### src/rtl/wcache_pkg.sv
package wcache_pkg;

  typedef enum logic [2:0] {
    ST_INIT,
    ST_IDLE,
    ST_LOOK,
    ST_FILL,
    ST_MEM
  } wc_state_t;

  localparam logic [1:0] OP_READ  = 2'd0;
  localparam logic [1:0] OP_WRITE = 2'd1;

  // Extract n bits of a starting at bit lo.
  function automatic logic [31:0] fn_field(logic [31:0] a, int lo, int n);
    return (a >> lo) & ((32'd1 << n) - 32'd1);
  endfunction

  // Inclusive cacheable-window test.
  function automatic logic fn_in_window(logic [31:0] a, logic [31:0] lo, logic [31:0] hi);
    return (a >= lo) && (a <= hi);
  endfunction

  // Rebuild a byte address from tag, index and word number.
  function automatic logic [31:0] fn_line_addr(logic [31:0] tag, logic [31:0] idx,
                                               logic [31:0] word, int off_w, int idx_w);
    return (tag << (off_w + idx_w)) | (idx << off_w) | (word << 2);
  endfunction

endpackage

### src/rtl/wcache_ram.sv
module wcache_ram #(
  parameter int W     = 32,
  parameter int DEPTH = 64,
  localparam int AW   = $clog2(DEPTH)
) (
  input  logic          clk,
  input  logic          we,
  input  logic [AW-1:0] waddr,
  input  logic [W-1:0]  wdata,
  input  logic [AW-1:0] raddr,
  output logic [W-1:0]  rdata
);

  logic [W-1:0] store [DEPTH];

  always_ff @(posedge clk) begin
    if (we) store[waddr] <= wdata;
    rdata <= store[raddr];
  end

endmodule

### src/rtl/wcache_valid.sv
module wcache_valid #(
  parameter int SETS  = 16,
  localparam int IDX_W = $clog2(SETS)
) (
  input  logic             clk,
  input  logic             rst_n,
  input  logic             set_en,
  input  logic [IDX_W-1:0] set_idx,
  input  logic             clr_en,
  input  logic [IDX_W-1:0] clr_idx,
  input  logic [IDX_W-1:0] rd_idx,
  output logic             rd_valid,
  output logic             init_done
);

  logic [IDX_W-1:0] sweep_idx;
  logic [SETS-1:0]  bits;

  always_ff @(posedge clk or negedge rst_n) begin
    if (!rst_n) begin
      sweep_idx <= '0;
      init_done <= 1'b0;
    end else if (!init_done) begin
      sweep_idx <= sweep_idx + 1'b1;
      if (sweep_idx == IDX_W'(SETS - 1)) init_done <= 1'b1;
    end
  end

  for (genvar g = 0; g < SETS; g++) begin : g_line
    wire wipe = (!init_done && sweep_idx == IDX_W'(g)) ||
                (clr_en && clr_idx == IDX_W'(g));
    always_ff @(posedge clk) begin
      if (wipe)                                  bits[g] <= 1'b0;
      else if (set_en && set_idx == IDX_W'(g))   bits[g] <= 1'b1;
    end
  end

  assign rd_valid = bits[rd_idx];

endmodule

### src/rtl/wcache_ctrl.sv
module wcache_ctrl
  import wcache_pkg::*;
#(
  parameter int          LINE_WORDS = 4,
  parameter int          SETS       = 16,
  parameter logic [31:0] WIN_BASE   = 32'h0000_1000,
  parameter logic [31:0] WIN_HIGH   = 32'h0000_1FFF,
  localparam int WOFF_W = $clog2(LINE_WORDS),
  localparam int IDX_W  = $clog2(SETS),
  localparam int OFF_W  = WOFF_W + 2,
  localparam int TAG_W  = 32 - OFF_W - IDX_W,
  localparam int DA_W   = IDX_W + WOFF_W
) (
  input  logic              clk,
  input  logic              rst_n,
  input  logic              cache_en,
  input  logic              cpu_req,
  input  logic [1:0]        cpu_op,
  input  logic [31:0]       cpu_addr,
  input  logic [31:0]       cpu_wdata,
  output logic              cpu_ack,
  output logic [31:0]       cpu_rdata,
  output logic              mem_req,
  output logic              mem_we,
  output logic [31:0]       mem_addr,
  output logic [31:0]       mem_wdata,
  input  logic              mem_ack,
  input  logic [31:0]       mem_rdata,
  input  logic              init_done,
  input  logic              line_valid,
  output logic [IDX_W-1:0]  vld_idx,
  output logic              vld_set,
  output logic              vld_clr,
  output logic [IDX_W-1:0]  clr_idx,
  output logic [IDX_W-1:0]  tag_raddr,
  output logic              tag_we,
  output logic [TAG_W-1:0]  tag_wdata,
  input  logic [TAG_W-1:0]  tag_rdata,
  output logic [DA_W-1:0]   dat_raddr,
  output logic              dat_we,
  output logic [DA_W-1:0]   dat_waddr,
  output logic [31:0]       dat_wdata,
  input  logic [31:0]       dat_rdata,
  output logic              ev_hit,
  output logic              ev_wr_hit,
  output logic              ev_miss,
  output logic              ev_bypass,
  output logic              ev_fill_done
);

  wc_state_t         st;
  logic [1:0]        q_op;
  logic [31:0]       q_addr, q_wdata;
  logic [WOFF_W-1:0] cnt;

  wire [IDX_W-1:0]  q_idx  = IDX_W'(fn_field(q_addr, OFF_W, IDX_W));
  wire [WOFF_W-1:0] q_word = WOFF_W'(fn_field(q_addr, 2, WOFF_W));
  wire [TAG_W-1:0]  q_tag  = TAG_W'(q_addr >> (OFF_W + IDX_W));
  wire              q_wr   = (q_op == OP_WRITE);
  wire cacheable = cache_en && fn_in_window(q_addr, WIN_BASE, WIN_HIGH);
  wire hit       = cacheable && line_valid && (tag_rdata == q_tag);
  wire last_beat = (cnt == WOFF_W'(LINE_WORDS - 1));
  wire idle_take = (st == ST_IDLE) && cpu_req;
  wire take_inv  = idle_take && cpu_op[1];

  assign ev_hit       = (st == ST_LOOK) && hit && !q_wr;
  assign ev_wr_hit    = (st == ST_LOOK) && hit && q_wr;
  assign ev_miss      = (st == ST_LOOK) && cacheable && !hit;
  assign ev_bypass    = (st == ST_LOOK) && !cacheable;
  assign ev_fill_done = (st == ST_FILL) && mem_ack && last_beat;

  // RAM read ports follow the incoming request so data is ready in ST_LOOK.
  assign tag_raddr = IDX_W'(fn_field(cpu_addr, OFF_W, IDX_W));
  assign dat_raddr = DA_W'(fn_field(cpu_addr, 2, DA_W));
  assign vld_idx   = q_idx;
  assign clr_idx   = tag_raddr;
  assign vld_clr   = take_inv;
  assign vld_set   = ev_fill_done;
  assign tag_we    = ev_fill_done;
  assign tag_wdata = q_tag;

  always_comb begin
    mem_req   = 1'b0;
    mem_we    = 1'b0;
    mem_addr  = q_addr;
    mem_wdata = q_wdata;
    dat_we    = 1'b0;
    dat_waddr = {q_idx, q_word};
    dat_wdata = q_wdata;
    case (st)
      ST_LOOK: dat_we = ev_wr_hit;
      ST_FILL: begin
        mem_req   = 1'b1;
        mem_addr  = fn_line_addr(32'(q_tag), 32'(q_idx), 32'(cnt), OFF_W, IDX_W);
        dat_we    = mem_ack;
        dat_waddr = {q_idx, cnt};
        dat_wdata = mem_rdata;
      end
      ST_MEM: begin
        mem_req = 1'b1;
        mem_we  = q_wr;
      end
      default: ;
    endcase
  end

  always_ff @(posedge clk or negedge rst_n) begin
    if (!rst_n) begin
      st        <= ST_INIT;
      q_op      <= OP_READ;
      q_addr    <= '0;
      q_wdata   <= '0;
      cnt       <= '0;
      cpu_ack   <= 1'b0;
      cpu_rdata <= '0;
    end else begin
      cpu_ack <= 1'b0;
      case (st)
        ST_INIT: if (init_done) st <= ST_IDLE;
        ST_IDLE: if (cpu_req) begin
          q_op    <= cpu_op;
          q_addr  <= cpu_addr;
          q_wdata <= cpu_wdata;
          if (cpu_op[1]) cpu_ack <= 1'b1;
          else           st      <= ST_LOOK;
        end
        ST_LOOK: begin
          cnt <= '0;
          if (q_wr) st <= ST_MEM;
          else if (hit) begin
            cpu_rdata <= dat_rdata;
            cpu_ack   <= 1'b1;
            st        <= ST_IDLE;
          end else if (cacheable) st <= ST_FILL;
          else                    st <= ST_MEM;
        end
        ST_FILL: if (mem_ack) begin
          if (cnt == q_word) cpu_rdata <= mem_rdata;
          if (last_beat) begin
            cpu_ack <= 1'b1;
            st      <= ST_IDLE;
          end else cnt <= cnt + 1'b1;
        end
        ST_MEM: if (mem_ack) begin
          if (!q_wr) cpu_rdata <= mem_rdata;
          cpu_ack <= 1'b1;
          st      <= ST_IDLE;
        end
        default: st <= ST_IDLE;
      endcase
    end
  end

endmodule

### src/rtl/wcache_top.sv
module wcache_top #(
  parameter int          LINE_WORDS  = 4,
  parameter int          CACHE_BYTES = 256,
  parameter logic [31:0] WIN_BASE    = 32'h0000_1000,
  parameter logic [31:0] WIN_HIGH    = 32'h0000_1FFF
) (
  input  logic        clk,
  input  logic        rst_n,
  input  logic        cache_en,
  input  logic        cpu_req,
  input  logic [1:0]  cpu_op,
  input  logic [31:0] cpu_addr,
  input  logic [31:0] cpu_wdata,
  output logic        cpu_ack,
  output logic [31:0] cpu_rdata,
  output logic        mem_req,
  output logic        mem_we,
  output logic [31:0] mem_addr,
  output logic [31:0] mem_wdata,
  input  logic        mem_ack,
  input  logic [31:0] mem_rdata
);

  localparam int WORDS  = CACHE_BYTES / 4;
  localparam int SETS   = WORDS / LINE_WORDS;
  localparam int WOFF_W = $clog2(LINE_WORDS);
  localparam int IDX_W  = $clog2(SETS);
  localparam int OFF_W  = WOFF_W + 2;
  localparam int TAG_W  = 32 - OFF_W - IDX_W;
  localparam int DA_W   = IDX_W + WOFF_W;

  logic             init_done, line_valid, vld_set, vld_clr;
  logic [IDX_W-1:0] vld_idx, clr_idx, tag_raddr;
  logic             tag_we, dat_we;
  logic [TAG_W-1:0] tag_wdata, tag_rdata;
  logic [DA_W-1:0]  dat_raddr, dat_waddr;
  logic [31:0]      dat_wdata, dat_rdata;
  logic             ev_hit, ev_wr_hit, ev_miss, ev_bypass, ev_fill_done;

  wcache_ctrl #(
    .LINE_WORDS(LINE_WORDS), .SETS(SETS), .WIN_BASE(WIN_BASE), .WIN_HIGH(WIN_HIGH)
  ) u_ctrl (
    .clk, .rst_n, .cache_en, .cpu_req, .cpu_op, .cpu_addr, .cpu_wdata,
    .cpu_ack, .cpu_rdata, .mem_req, .mem_we, .mem_addr, .mem_wdata,
    .mem_ack, .mem_rdata, .init_done, .line_valid, .vld_idx, .vld_set,
    .vld_clr, .clr_idx, .tag_raddr, .tag_we, .tag_wdata, .tag_rdata,
    .dat_raddr, .dat_we, .dat_waddr, .dat_wdata, .dat_rdata,
    .ev_hit, .ev_wr_hit, .ev_miss, .ev_bypass, .ev_fill_done
  );

  wcache_valid #(.SETS(SETS)) u_valid (
    .clk, .rst_n,
    .set_en(vld_set), .set_idx(vld_idx),
    .clr_en(vld_clr), .clr_idx(clr_idx),
    .rd_idx(vld_idx), .rd_valid(line_valid), .init_done(init_done)
  );

  wcache_ram #(.W(TAG_W), .DEPTH(SETS)) u_tags (
    .clk, .we(tag_we), .waddr(vld_idx), .wdata(tag_wdata),
    .raddr(tag_raddr), .rdata(tag_rdata)
  );

  wcache_ram #(.W(32), .DEPTH(WORDS)) u_data (
    .clk, .we(dat_we), .waddr(dat_waddr), .wdata(dat_wdata),
    .raddr(dat_raddr), .rdata(dat_rdata)
  );

endmodule

### config.mk
export PLATFORM = sky130hd
export DESIGN_NAME = wcache_top
export DESIGN_NICKNAME = d
export VERILOG_FILES = /design/src/rtl/wcache_pkg.sv /design/src/rtl/wcache_ram.sv /design/src/rtl/wcache_valid.sv /design/src/rtl/wcache_ctrl.sv /design/src/rtl/wcache_top.sv
export SDC_FILE = /design/constraint.sdc
export NUM_CORES = 2
export LEC_CHECK = 0
export CORE_ASPECT_RATIO = 0.9
export CORE_MARGIN = 8
export CORE_UTILIZATION = 42
export CTS_BUF_LIST = sky130_fd_sc_hd__clkbuf_4 sky130_fd_sc_hd__clkbuf_8
export DETAILED_ROUTE_END_ITERATION = 6
export PLACE_DENSITY = 0.69
export SYNTH_ARGS = -nofsm -noshare
export SYNTH_HDL_FRONTEND = slang
export SYNTH_HIERARCHICAL = 1
export SYNTH_SLANG_ARGS = --single-unit
### constraint.sdc
create_clock -name clk -period 6.6 [get_ports clk]
set_input_delay 0.66 -clock clk [delete_from_list [all_inputs] [get_ports clk]]
set_output_delay 0.66 -clock clk [all_outputs]
set_load 0.01 [all_outputs]
==> impl_metrics.json <==
{
  "critPathRequiredTime_ns": 7.21,
  "cp_max_fo": 32,
  "die_area_sq_um": 258400,
  "fp.dieW_microns": 535.0,
  "path_class": "register to register",
  "wl_met2_microns": 118500,
  "fin_crit_ns": 5.214,
  "violations": "design-rule violations",
  "reg2reg_depth": 11,
  "dr.pass1.iters": 7,
  "post_cts_buffers": 0,
  "dr_wl_met3_microns": 36200,
  "multiInputGateArea_sq_um": 23370,
  "endpoint_kind": "register",
  "fill_cells": 19200,
  "synthToLayoutAreaGrowth_pct": 13.87,
  "postCtsHoldBufs": 1,
  "clockBufferDepth": 4,
  "max_freq_mhz": 191.8,
  "ys_warn_count": 6,
  "track_usage_pct": 20.17,
  "port_buffers": 201,
  "hold_viol_final": 0,
  "synth_area_sq_um": 101800,
  "worstReg2RegStart": "u_ctrl/q_addr[4]",
  "path_clk_slew_ns": 0.06,
  "drc": 1,
  "gp_congestion": 0.8688,
  "core_area_sq_um": 241100,
  "start_kind": "register",
  "wl_met1_microns": 106900,
  "grt_start_max_net_pins": 104,
  "finalWirelength_microns": 268900,
  "skew_ns": 0.1075,
  "wl_per_cell_microns": 30.54,
  "htree_levels": 5,
  "io_pins": 202,
  "clock_latency_ns": 1.09,
  "initialDrtViolationCount": 7419,
  "dieHeight_microns": 483.1,
  "clock-sinks": 2613,
  "synth.avg_cell_area_sq_um": 20.84,
  "grt_pass1_wl_microns": 380300,
  "reg2reg_slack_ns": 1.39,
  "p_leak_uw": 0.03683,
  "ir_drop_uv": 498.7,
  "fin_util_pct": 48.08,
  "dp_hpwl_microns": 156800,
  "start_util_pct": 42.22,
  "worst_slew_pin_slew_ns": 1.215,
  "cts_buffers": 410,
  "r2r_end": "u_data/store[30][14]",
  "num_vias": 53080,
  "cts_resized": 0,
  "area.sequential_sq_um": 77200,
  "hp-class": "primary input to async pin",
  "power_density_nw_per_um2": 396.2,
  "power_uw": 45930,
  "rsz0062_at_grt": "false",
  "antenna_found_initial": 26,
  "setup_tns_ns": 0,
  "root_buffer": "clkbuf_8",
  "setup_viol_count_final": 0,
  "ant_nets": 0,
  "timing.final.crit_share_pct": 79.01,
  "crit_arrival_ns": 5.82,
  "std_cell_rows": 171,
  "relSlewSlack_pct": 18.79,
  "cts_tree": "yes",
  "grt-ovfl-total": 0,
  "synth_cells": 4885,
  "viasPerCell": 6.027,
  "drive_above_1_share_pct": 29.33,
  "slew_viol_final": 0,
  "drv_cap": 0,
  "syn_nets": 4994,
  "routed.top_layer": "met4",
  "fin_nets": 5385,
  "status": "complete, but fails checks",
  "first_global_vias": 51870
}
-- critical path: stages, from the launching register on --
cell	delay, ns
dfrtp_1	0.74
mux4_1	0.37
mux2i_1	0.10
mux2i_1	0.29
nand2_1	0.18
nor4_4	0.23
nand4_1	0.27
a21oi_1	0.81
nor2b_1	0.36
nand3_1	0.20
buf_4	0.30
nor2_4	0.87
-- through the flow --
| stage | std cells | worst slack (ns) | instance area [sq um] | hold slack, ns |
|---|---|---|---|---|
| after detailed placement | 8063 | 1.194 | 107900 | 0.4752 |
| final | 8807 | 1.386 | 115900 | 0.1797 |
| after global placement | 8063 | 1.223 | 107900 | 0.4499 |
| after CTS | 8789 | 1.450 | 115900 | 0.07875 |
| after floorplan | 4885 | 1.304 | 101800 | 0.3644 |
| after global routing | 8796 | 1.292 | 115900 | 0.1066 |
-- registers in the layout (all words and copies together), names as in the netlist --
signal,count
u_data/store,2048
u_valid/bits,16
u_valid/sweep_idx,4
u_tags/rdata,24
u_ctrl/mem_wdata,32
u_ctrl/cnt,2
u_ctrl/q_op,2
u_ctrl/st,3
u_ctrl/cpu_ack,1
u_tags/store,384
u_data/rdata,32
u_valid/init_done,1
u_ctrl/q_addr,32
u_ctrl/cpu_rdata,32
-- routing by layer --
metal,global-route usage (%),vias to the layer above
met5,0,-
met4,5.917,0
met3,6.750,453
met2,29.23,3567
met1,29.13,27880
li1,-,21180
-- layout by cell type (no fill, tap or decap), types with 18 or more instances in the layout --
| cell type | n |
|---|---|
| nor2_4 | 62 |
| mux2i_1 | 97 |
| nor4_1 | 26 |
| clkdlybuf4s50_1 | 195 |
| clkbuf_8 | 439 |
| buf_4 | 133 |
| o21ai_0 | 33 |
| a21oi_1 | 110 |
| o221ai_1 | 59 |
| o22ai_1 | 84 |
| mux4_2 | 640 |
| nor3_1 | 38 |
| clkbuf_4 | 116 |
| clkinv_1 | 89 |
| nor2b_1 | 31 |
| nand3_1 | 40 |
| dfxtp_1 | 72 |
| xnor2_1 | 26 |
| clkinv_2 | 54 |
| o2111ai_1 | 32 |
| edfxtp_1 | 2432 |
| a22oi_1 | 60 |
| dfrtp_1 | 109 |
| or3_1 | 35 |
| diode_2 | 18 |
| nand2_4 | 22 |
| nand2_1 | 162 |
| nor2_1 | 85 |
| mux2_2 | 68 |
-- cell type report --
class                      count  share of cell area [%]
tap                         3200                   3.454
antenna                       18                 0.03885
clock inverter               170                  0.9562
inverter                       2                0.006476
sequential                  2613                   66.59
clock buffer                 555                   5.963
multi-input combinational   1902                   20.16
timing repair buffer         347                   2.834
-- worst max path at each step --
stage	start	to	slack, ns	cells past startpoint
after floorplan	u_ctrl/q_addr[4]	u_data/store[48][0]	1.30	12
after global placement	cache_en	u_data/store[30][15]	1.22	10
after detailed placement	cache_en	u_data/store[30][17]	1.19	10
after CTS	u_ctrl/q_addr[4]	u_data/store[62][20]	1.45	12
after global routing	u_ctrl/q_addr[4]	u_data/store[30][14]	1.29	11
final	u_ctrl/q_addr[4]	u_data/store[30][14]	1.39	11
-- report_power, final --
part,switching (uW),internal [uW]
registers,799,22400
clock network,6120,7280
logic,7210,2140
Note: power is estimated with default switching activity, not from simulation.
